### config.mk
export PLATFORM = sky130hd
export DESIGN_NAME = cfgrom_crc_check
export DESIGN_NICKNAME = d
export VERILOG_FILES = /design/src/rtl/cfgrom_crc_pkg.sv /design/src/rtl/cfgrom_crc_byte.sv /design/src/rtl/cfgrom_crc_word.sv /design/src/rtl/cfgrom_crc_seq.sv /design/src/rtl/cfgrom_crc_check.sv
export SDC_FILE = /design/constraint.sdc
export NUM_CORES = 1
export LEC_CHECK = 0
export ABC_AREA = 1
export BUFFER_PORTS_ARGS = -buffer_cell sky130_fd_sc_hd__buf_2
export CELL_PAD_IN_SITES_DETAIL_PLACEMENT = 1
export CELL_PAD_IN_SITES_GLOBAL_PLACEMENT = 1
export CORE_UTILIZATION = 30
export CTS_CLUSTER_DIAMETER = 50
export DETAILED_ROUTE_END_ITERATION = 8
export PLACE_DENSITY = 0.72
export SETUP_SLACK_MARGIN = 0.2
export SYNTH_ARGS = -nofsm -noshare
export SYNTH_HDL_FRONTEND = slang
export SYNTH_SLANG_ARGS = --single-unit
### constraint.sdc
create_clock -name clk -period 2.85 [get_ports clk]
set_input_delay 0.855 -clock clk [delete_from_list [all_inputs] [get_ports clk]]
set_output_delay 0.855 -clock clk [all_outputs]
set_load 0.02 [all_outputs]
### src/rtl/cfgrom_crc_pkg.sv
package cfgrom_crc_pkg;
  // Reflected form of x^8+x^7+x^6+x^4+x^2+1
  localparam logic [7:0] CRC_POLY_REFL = 8'hAB;
  localparam logic [7:0] CRC_PRESET    = 8'hFF;
  localparam logic [7:0] CRC_XOR_OUT   = 8'hFF;
  localparam int         WORD_BYTES    = 2;

  typedef enum logic {
    ST_IDLE = 1'b0,
    ST_SCAN = 1'b1
  } scan_state_t;
endpackage

### src/rtl/cfgrom_crc_byte.sv
module cfgrom_crc_byte
  import cfgrom_crc_pkg::*;
(
  input  logic [7:0] crc_in,
  input  logic [7:0] data_in,
  output logic [7:0] crc_out
);
  logic [7:0] stage [0:8];

  assign stage[0] = crc_in ^ data_in;

  for (genvar b = 0; b < 8; b++) begin : g_bit
    assign stage[b+1] = stage[b][0] ? ((stage[b] >> 1) ^ CRC_POLY_REFL)
                                    : (stage[b] >> 1);
  end

  assign crc_out = stage[8];
endmodule

### src/rtl/cfgrom_crc_word.sv
module cfgrom_crc_word
  import cfgrom_crc_pkg::*;
#(
  parameter int LANES = WORD_BYTES
) (
  input  logic [7:0]         crc_in,
  input  logic [8*LANES-1:0] word_in,
  output logic [7:0]         crc_low,
  output logic [7:0]         crc_full
);
  logic [7:0] chain [0:LANES];

  assign chain[0] = crc_in;

  // Low byte enters first, higher lanes follow in order
  for (genvar l = 0; l < LANES; l++) begin : g_lane
    cfgrom_crc_byte u_byte (
      .crc_in  (chain[l]),
      .data_in (word_in[8*l +: 8]),
      .crc_out (chain[l+1])
    );
  end

  assign crc_low  = chain[1];
  assign crc_full = chain[LANES];
endmodule

### src/rtl/cfgrom_crc_seq.sv
module cfgrom_crc_seq
  import cfgrom_crc_pkg::*;
#(
  parameter int          SHORT_WORDS = 64,
  parameter int          LONG_WORDS  = 220,
  parameter int          SIG_IDX     = 32,
  parameter logic [15:0] SIG_WORD    = 16'h5372,
  localparam int         IW          = $clog2(LONG_WORDS)
) (
  input  logic          clk,
  input  logic          rst_n,
  input  logic          start,
  input  logic          hs,
  input  logic [15:0]   word_in,
  input  logic          last_ok,
  output logic          scanning,
  output logic [IW-1:0] idx,
  output logic          is_last,
  output logic          long_mode,
  output logic          start_go,
  output logic          retry,
  output logic          finish
);
  localparam logic [IW-1:0] SHORT_LAST = IW'(SHORT_WORDS - 1);
  localparam logic [IW-1:0] LONG_LAST  = IW'(LONG_WORDS - 1);
  localparam logic [IW-1:0] SIG_POS    = IW'(SIG_IDX);

  scan_state_t state;
  logic        sig_seen;
  logic        sig_now;

  assign scanning = (state == ST_SCAN);
  assign is_last  = idx == (long_mode ? LONG_LAST : SHORT_LAST);
  assign start_go = start && (state == ST_IDLE);
  assign sig_now  = hs && !long_mode && (idx == SIG_POS) && (word_in == SIG_WORD);
  assign retry    = hs && is_last && !last_ok && !long_mode && (sig_seen || sig_now);
  assign finish   = hs && is_last && !retry;

  always_ff @(posedge clk or negedge rst_n) begin
    if (!rst_n) begin
      state     <= ST_IDLE;
      idx       <= '0;
      long_mode <= 1'b0;
      sig_seen  <= 1'b0;
    end else if (start_go) begin
      state     <= ST_SCAN;
      idx       <= '0;
      long_mode <= 1'b0;
      sig_seen  <= 1'b0;
    end else if (scanning && hs) begin
      if (sig_now) sig_seen <= 1'b1;
      if (retry) begin
        idx       <= '0;
        long_mode <= 1'b1;
      end else if (finish) begin
        state <= ST_IDLE;
        idx   <= '0;
      end else begin
        idx <= idx + 1'b1;
      end
    end
  end
endmodule

### src/rtl/cfgrom_crc_check.sv
module cfgrom_crc_check
  import cfgrom_crc_pkg::*;
#(
  parameter int          SHORT_WORDS = 64,
  parameter int          LONG_WORDS  = 220,
  parameter int          SIG_IDX     = 32,
  parameter logic [15:0] SIG_WORD    = 16'h5372,
  localparam int         IW          = $clog2(LONG_WORDS)
) (
  input  logic          clk,
  input  logic          rst_n,
  input  logic          start,
  input  logic          in_valid,
  output logic          in_ready,
  input  logic [15:0]   in_word,
  output logic [IW-1:0] word_idx,
  output logic          done,
  output logic          pass,
  output logic          corrupt,
  output logic [7:0]    revision,
  output logic          long_used
);
  logic       hs, is_last, long_mode, start_go, retry, finish, last_ok;
  logic [7:0] crc_q, crc_low, crc_full;

  assign hs      = in_valid && in_ready;
  assign last_ok = (crc_low ^ CRC_XOR_OUT) == in_word[15:8];

  cfgrom_crc_word #(.LANES(WORD_BYTES)) u_word (
    .crc_in   (crc_q),
    .word_in  (in_word),
    .crc_low  (crc_low),
    .crc_full (crc_full)
  );

  cfgrom_crc_seq #(
    .SHORT_WORDS (SHORT_WORDS),
    .LONG_WORDS  (LONG_WORDS),
    .SIG_IDX     (SIG_IDX),
    .SIG_WORD    (SIG_WORD)
  ) u_seq (
    .clk       (clk),
    .rst_n     (rst_n),
    .start     (start),
    .hs        (hs),
    .word_in   (in_word),
    .last_ok   (last_ok),
    .scanning  (in_ready),
    .idx       (word_idx),
    .is_last   (is_last),
    .long_mode (long_mode),
    .start_go  (start_go),
    .retry     (retry),
    .finish    (finish)
  );

  always_ff @(posedge clk or negedge rst_n) begin
    if (!rst_n) begin
      crc_q <= CRC_PRESET;
    end else if (start_go || retry) begin
      crc_q <= CRC_PRESET;
    end else if (hs && !is_last) begin
      crc_q <= crc_full;
    end
  end

  always_ff @(posedge clk or negedge rst_n) begin
    if (!rst_n) begin
      done      <= 1'b0;
      pass      <= 1'b0;
      corrupt   <= 1'b0;
      revision  <= '0;
      long_used <= 1'b0;
    end else begin
      done <= finish;
      if (start_go) begin
        pass      <= 1'b0;
        corrupt   <= 1'b0;
        revision  <= '0;
        long_used <= 1'b0;
      end else if (finish) begin
        pass      <= last_ok;
        corrupt   <= !last_ok;
        revision  <= in_word[7:0];
        long_used <= long_mode;
      end
    end
  end
endmodule

### Word-level counts from Yosys, hierarchy flattened

Cells that the tools add are included.

| word-level totals | value |
|---|---|
| input port bits | 20 |
| logic and storage cells | 103 |
| bits in registers | 31 |

| operators by class | value |
|---|---|
| multiplexer cells | 41 |
| reduce and logical (&&, ||, !) cells | 26 |
| $add $sub $neg | 1 |
| bitwise operators | 20 |
| eq/ne operators | 5 |

Operators by type and width:

| cell | number |
|---|---|
| $mux 8 | 25 |
| $not 4->5 | 16 |
| $eq 16x15->1 const B | 1 |
| $eq 8x8->1 | 2 |
| $mux 1 | 16 |
| $xor 8x8->8 | 2 |
| $logic_and 1x1->1 | 12 |
| $reduce_bool 2->1 | 5 |
| $add 8x1->8 const B | 1 |
| $eq 8x6->1 const B | 1 |
| $not 8->8 | 1 |
| $logic_not 1->1 | 4 |
| $reduce_and 2->1 | 2 |
| $reduce_and 3->1 | 1 |
| $logic_or 1x1->1 | 2 |
| $ne 2x2->1 const B | 1 |
| $not 1->1 | 1 |

### Longest topological paths before layout

| depth | value |
|---|---|
| depth in word-level cells | 36 |
| mapped depth | 25 |
| mapped depth without buffers | 25 |

### Modules after synthesis

From an unflattened synthesis, not the netlist that was laid out.

| second synthesis, totals | value |
|---|---|
| cells, all modules | 381 |
| area, all modules | 2750.1 µm² |

Modules (own cells, without submodules):

| module | area each (µm²) | cells an instance | instances | seq. area each (µm²) |
|---|---|---|---|---|
| cfgrom_crc_check | 992.2 | 113 | 1 | 510.5 |
| cfgrom_crc_byte | 486.7 | 79 | 2 | 0.0 |
| cfgrom_crc_seq | 784.5 | 110 | 1 | 275.3 |

### Least setup slack after synthesis

OpenSTA, ideal clock, no wires.

| timing path | value |
|---|---|
| kind | input port to flip-flop |
| start | in in_word[2] |
| end | reg revision[6] |
| cell stages on the path | 23 |
| path slack | 0.077 ns |
| library setup time | 0.121 ns |
| data required time | 2.729 ns |
| arrival time | 2.652 ns |
| path through | inv_2 > nand2_1 > nand2_1 > nand2_1 > nand2_2 > nand2_1 > nand2_1 > nand2_1 > nand2_1 > nand3_2 > nand2_2 > nand2_1 > nand2_1 > nand2_1 > nor3_2 > nand4_2 > nand2_2 > nand2_4 > nand2_1 > inv_2 > buf_6 > nand2_1 > o21ai_1 |

| on the way | value |
|---|---|
| word-level cells in the longest chain between the ends | 23 |

Ends and longest elaborated chain:

| item | line | text |
|---|---|---|
| start: declaration | cfgrom_crc_check.sv:15 | `input logic [15:0] in_word,` |
| $xor 8x8->8 | cfgrom_crc_byte.sv:10 | `assign stage[0] = crc_in ^ data_in;` |
| $not 4->5 (no source line) | - |  |
| $mux 8 | cfgrom_crc_byte.sv:13 | `assign stage[b+1] = stage[b][0] ? ((stage[b] >> 1) ^ CRC_POLY_REFL)` |
| $not 4->5 (no source line) | - |  |
| $mux 8 (2 in a row) | cfgrom_crc_byte.sv:13 |  |
| $mux 8 / $not 4->5 (equally long branches) | - |  |
| $not 4->5 (no source line) / $mux 8 (equally long branches) | - |  |
| $mux 8 | cfgrom_crc_byte.sv:13 |  |
| (+5 left out) | - |  |
| $not 8->8 (no source line) | - |  |
| $eq 8x8->1 | cfgrom_crc_check.sv:27 | `assign last_ok = (crc_low ^ CRC_XOR_OUT) == in_word[15:8];` |
| $logic_not 1->1 | cfgrom_crc_seq.sv:36 | `assign retry = hs && is_last && !last_ok && !long_mode && (sig_seen \|\| sig_now);` |
| $logic_and 1x1->1 (2 in a row) | cfgrom_crc_seq.sv:36 |  |
| $logic_and 1x1->1 (*) | cfgrom_crc_seq.sv:36 |  |
| $logic_not 1->1 (*) | cfgrom_crc_seq.sv:37 | `assign finish = hs && is_last && !retry;` |
| $logic_and 1x1->1 (*) | cfgrom_crc_seq.sv:37 |  |
| $reduce_bool 2->1 (no source line) (*) | - |  |
| end signal: assignment | cfgrom_crc_check.sv:84 | `revision <= in_word[7:0];` |
| end: declaration | cfgrom_crc_check.sv:20 | `output logic [7:0] revision,` |

Mark *: on every way between the ends. The rest lies on a longest branch, timed or not.
A chain may end at the register's enable or synchronous reset.

### Worst setup path in the final report

| timing path | value |
|---|---|
| start | in in_word[3] |
| end | reg crc_q[2] |

| on the way | value |
|---|---|
| word-level cells in the longest chain between the ends | 27 |

Ends and longest elaborated chain:

| item | line | text |
|---|---|---|
| $xor 8x8->8 | cfgrom_crc_byte.sv:10 |  |
| $mux 8 | cfgrom_crc_byte.sv:13 |  |
| $not 4->5 (no source line) | - |  |
| $mux 8 | cfgrom_crc_byte.sv:13 |  |
| $not 4->5 (no source line) | - |  |
| $mux 8 (2 in a row) | cfgrom_crc_byte.sv:13 |  |
| $mux 8 / $not 4->5 (equally long branches) (2 in a row) | - |  |
| $not 4->5 (no source line) / $mux 8 (equally long branches) | - |  |
| (+5 left out) | - |  |
| $not 4->5 (no source line) / $mux 8 (equally long branches) | - |  |
| $mux 8 / $not 4->5 (equally long branches) (3 in a row) | - |  |
| $not 4->5 (no source line) / $mux 8 (equally long branches) | - |  |
| $mux 8 / $not 4->5 (equally long branches) (2 in a row) | - |  |
| $not 4->5 (no source line) / $mux 8 (equally long branches) | - |  |
| $mux 8 (2 in a row) | cfgrom_crc_byte.sv:13 |  |
| $mux 8 | cfgrom_crc_check.sv:62 | `end else if (hs && !is_last) begin` |
| $mux 8 | cfgrom_crc_check.sv:60 | `end else if (start_go \|\| retry) begin` |
| end signal: assignment | cfgrom_crc_check.sv:63 | `crc_q <= crc_full;` |
| end: declaration | cfgrom_crc_check.sv:24 | `logic [7:0] crc_q, crc_low, crc_full;` |

Parallel ways exist; a longest one is shown, timed or not. The select of a mux whose other input is x is not followed.

==> impl_metrics.yaml <==
status:
  outcome: "finished, violations left"
  violations: "setup timing"
timing:
  setup_viol: 9
  fin_setup_tns_ns: -0.404
  tightest_slew_ns: 0.706
  fmax_mhz: 340
  final.min_clock_period_ns: 2.94
  slew_violations: 0
  slew_headroom: 0.529
  final.setup_skew_ns: 0.0136
  rsz0062_at_grt: "yes"
  final-hold-violation-count: 0
  fin_ws_ns: -0.0949
  period_share: 1.03
  hold_ws_ns: 0.479
routing:
  dr.pass1.iters: 5
  drt-initial-drc-count: 67
  antenna_left: 0
  route.detailed.drc: 0
  drt-total-wl_um: 8940
  vias_per_cell: 4.94
  wire_per_inst_um: 16.3
  vias: 2719
job:
  maxCapViolations: 0
synth:
  synth_top_area_frac: 0.231
  netlist_area_mm2: 0.00249
  synthTopCellsByArea: "dfrtp_1 (23%), nand2_1 (17%), dfstp_2 (8.4%)"
  synth.avg_cell_area_um2: 7.12
  synthMuxAreaShare: 0
  synth.distinct_cells: 36
  synthAdderAreaFrac: 0.0100
  ys_seq_area_frac: 0.315
  syn-num-nets: 372
  synth_top_family_by_area: "simple AND/OR/NAND/NOR gates"
  synth-compound-area-share: 0.0537
  synth.largest_area_cell: "dfrtp_1"
  ys_seq_elements: 31
  yosys.area_share.simple: 0.426
  synthXorXnorAreaFrac: 0.121
  ys_warn_count: 0
  synthCells: 350
floorplan:
  core_area_mm2: 0.00789
  dieArea_mm2: 0.00867
  io_pins: 41
  start_util: 0.316
  die_height_um: 93.1
  row_count: 32
  die_w_um: 93.1
global_route:
  grt_pass1_wl_um: 13400
  track_usage: 0.198
  overflow: 0
  grt_max_degree: 32
  first_global_vias: 2823
  grt_antenna_before_repair: 0
critical_path:
  start_kind: "input pin"
  slowest_delay_ns: 0.31
  path_class: "in -> reg"
  slowest_stage: "xnor3_2"
  path_max_fanout: 4
  crit_top_cell: "nand2_2"
  cp.required_ns: 3.06
  rrSetupSlack_ns: -0.08
  crit_buf_inv: 4
  critPathTopFamily: "simple AND/OR/NAND/NOR gates"
  path_cells: "buf_12, nand2_2, nand2_4, nand2_4, nand2_2, nand2_1, nand2_2, nand2_2, nand2_4, buf_4, nand3_4, nand2_4, nand2_2, nand2_2, buf_4, nand2_4, nand3_4, nand2_4, xnor3_2, nand2_2, nand2_2, o22ai_2, inv_1"
  arrival_ns: 3.15
  cp-end-kind: "register"
final_layout:
  design_area_mm2: 0.00409
  final_nets: 469
  layout-drive-gt1-share: 0.569
  diodes: 0
  area_growth_pct: 64.0
  final_cells: 550
  final_cell_mix: "nand2_1 (49), nand2_2 (48), buf_4 (43), buf_2 (36), nand2_4 (33)"
  final_common_cell: "nand2_1"
place:
  placed_cell_area_mm2: 0.00329
  dp_hpwl_um: 6170
  dp.cells: 523
  place_congestion: 0.834
  port_buffers: 40
cts:
  clock_sinks: 31
  clockRootBuffer: "clkbuf_8"
  cts.htree.levels: 2
  cts-buffers-inserted: 5
  clk_latency_ns: 0.29
  clock_path_buffers: 2
  cts_tree: "done"
  cts_hold_buf: 0
  clk_pin_slew_ns: 0.07
hold_path:
  hp-class: "reg -> reg"
[layer usage]
layer / track usage / vias to the layer above / share of wire
met5: 0 / - / 0
met3: 0.0285 / 12 / 0.032
met4: 0.0641 / 0 / 0.021
met1: 0.249 / 1351 / 0.42
li1: - / 1313 / -
met2: 0.347 / 43 / 0.53
[flip-flops by register name (all words and copies together) (netlist names)]
| register | cells |
|---|---|
| crc_q | 8 |
| u_seq.sig_seen | 1 |
| done | 1 |
| revision | 8 |
| pass | 1 |
| corrupt | 1 |
| long_used | 1 |
| u_seq.idx | 8 |
| u_seq.long_mode | 1 |
| u_seq.scanning | 1 |
[what timing repair did]
action / in CTS / in global routing
pin swaps: 50 / 52
resized for setup: 70 / 63
setup buffers: 13 / 6
endpoints found under the setup margin: 22 / 22
hold endpoints to repair: 0 / 0
[cell families (layout without fill, tap and decap cells)]
| logic type | Yosys count | in the layout |
|---|---|---|
| simple gates | 220 | 220 |
| buf+inv | 47 | 145 |
| flops | 31 | 31 |
| xor+xnor | 26 | 26 |
| compound gates | 24 | 24 |
| fa+ha+maj | 2 | 2 |
[synthesized netlist by cell type]
cell      instances
nand2_1         116
inv_1            32
nand3_1          30
nor2_1           24
dfrtp_1          23
nand2_2          16
xor2_1           14
inv_2            13
nand3_2          12
o21ai_1          10
dfstp_2           8
nand4_1           5
xnor2_1           5
a21oi_1           4
nand3b_1          4
a31oi_1           3
nand2_4           3
o21ai_0           3
xnor2_2           3
a22oi_1           2
ha_1              2
nor3_1            2
nor4_1            2
xnor3_1           2
a22o_1            1
buf_6             1
clkinv_1          1
nand4_2           1
nor2_2            1
nor3_2            1
nor3b_1           1
o22ai_1           1
or2_1             1
or2_2             1
xor2_2            1
xor3_1            1
[path summary, 6_finish.rpt]
check	from	endpoint	cells past startpoint
max	in_word[3]	crc_q[2]	23
min reg2reg	revision[7]	revision[7]	2
min in group asynchronous	rst_n	u_seq.idx[6]	1
min	revision[7]	revision[7]	2
max in group asynchronous	rst_n	pass	1
max reg2reg	crc_q[3]	crc_q[2]	23
[worst register-to-register path, stage by stage (launching register included)]
cell     delay (ns)
dfstp_2        0.61
buf_6          0.13
nand2_4        0.05
nand2_4        0.09
nand2_4        0.07
nand2_2        0.09
nand2_2        0.07
nand2_4        0.10
nand2_2        0.08
nand2_4        0.09
buf_4          0.12
nand3_4        0.10
nand2_4        0.09
nand2_2        0.05
nand2_2        0.10
nand2_4        0.07
nor3_4         0.15
nand4_4        0.13
nand2_4        0.14
nand2_4        0.07
nor2_4         0.14
inv_4          0.07
o22ai_2        0.19
inv_1          0.07
[through the flow]
step / utilization / setup WS, ns
floorplan: - / 0.107
global placement: 0.417 / -0.455
detailed placement: 0.417 / -0.502
CTS: 0.480 / -0.0457
global route: 0.518 / -0.262
finish: 0.518 / -0.0949
[cell type report]
class / instances / area [µm²]
fillers: 931 / 3800
multi-input cells: 272 / 2180
flip-flops and latches: 31 / 786
repair buffers: 91 / 647
inverters: 46 / 226
well taps: 102 / 128
clock buffers: 6 / 82.6
clock inverters: 2 / 35.0
Power is left out: the tool's default activity adds up to more than one toggle a clock period on the data nets, which glitch-free logic cannot reach.
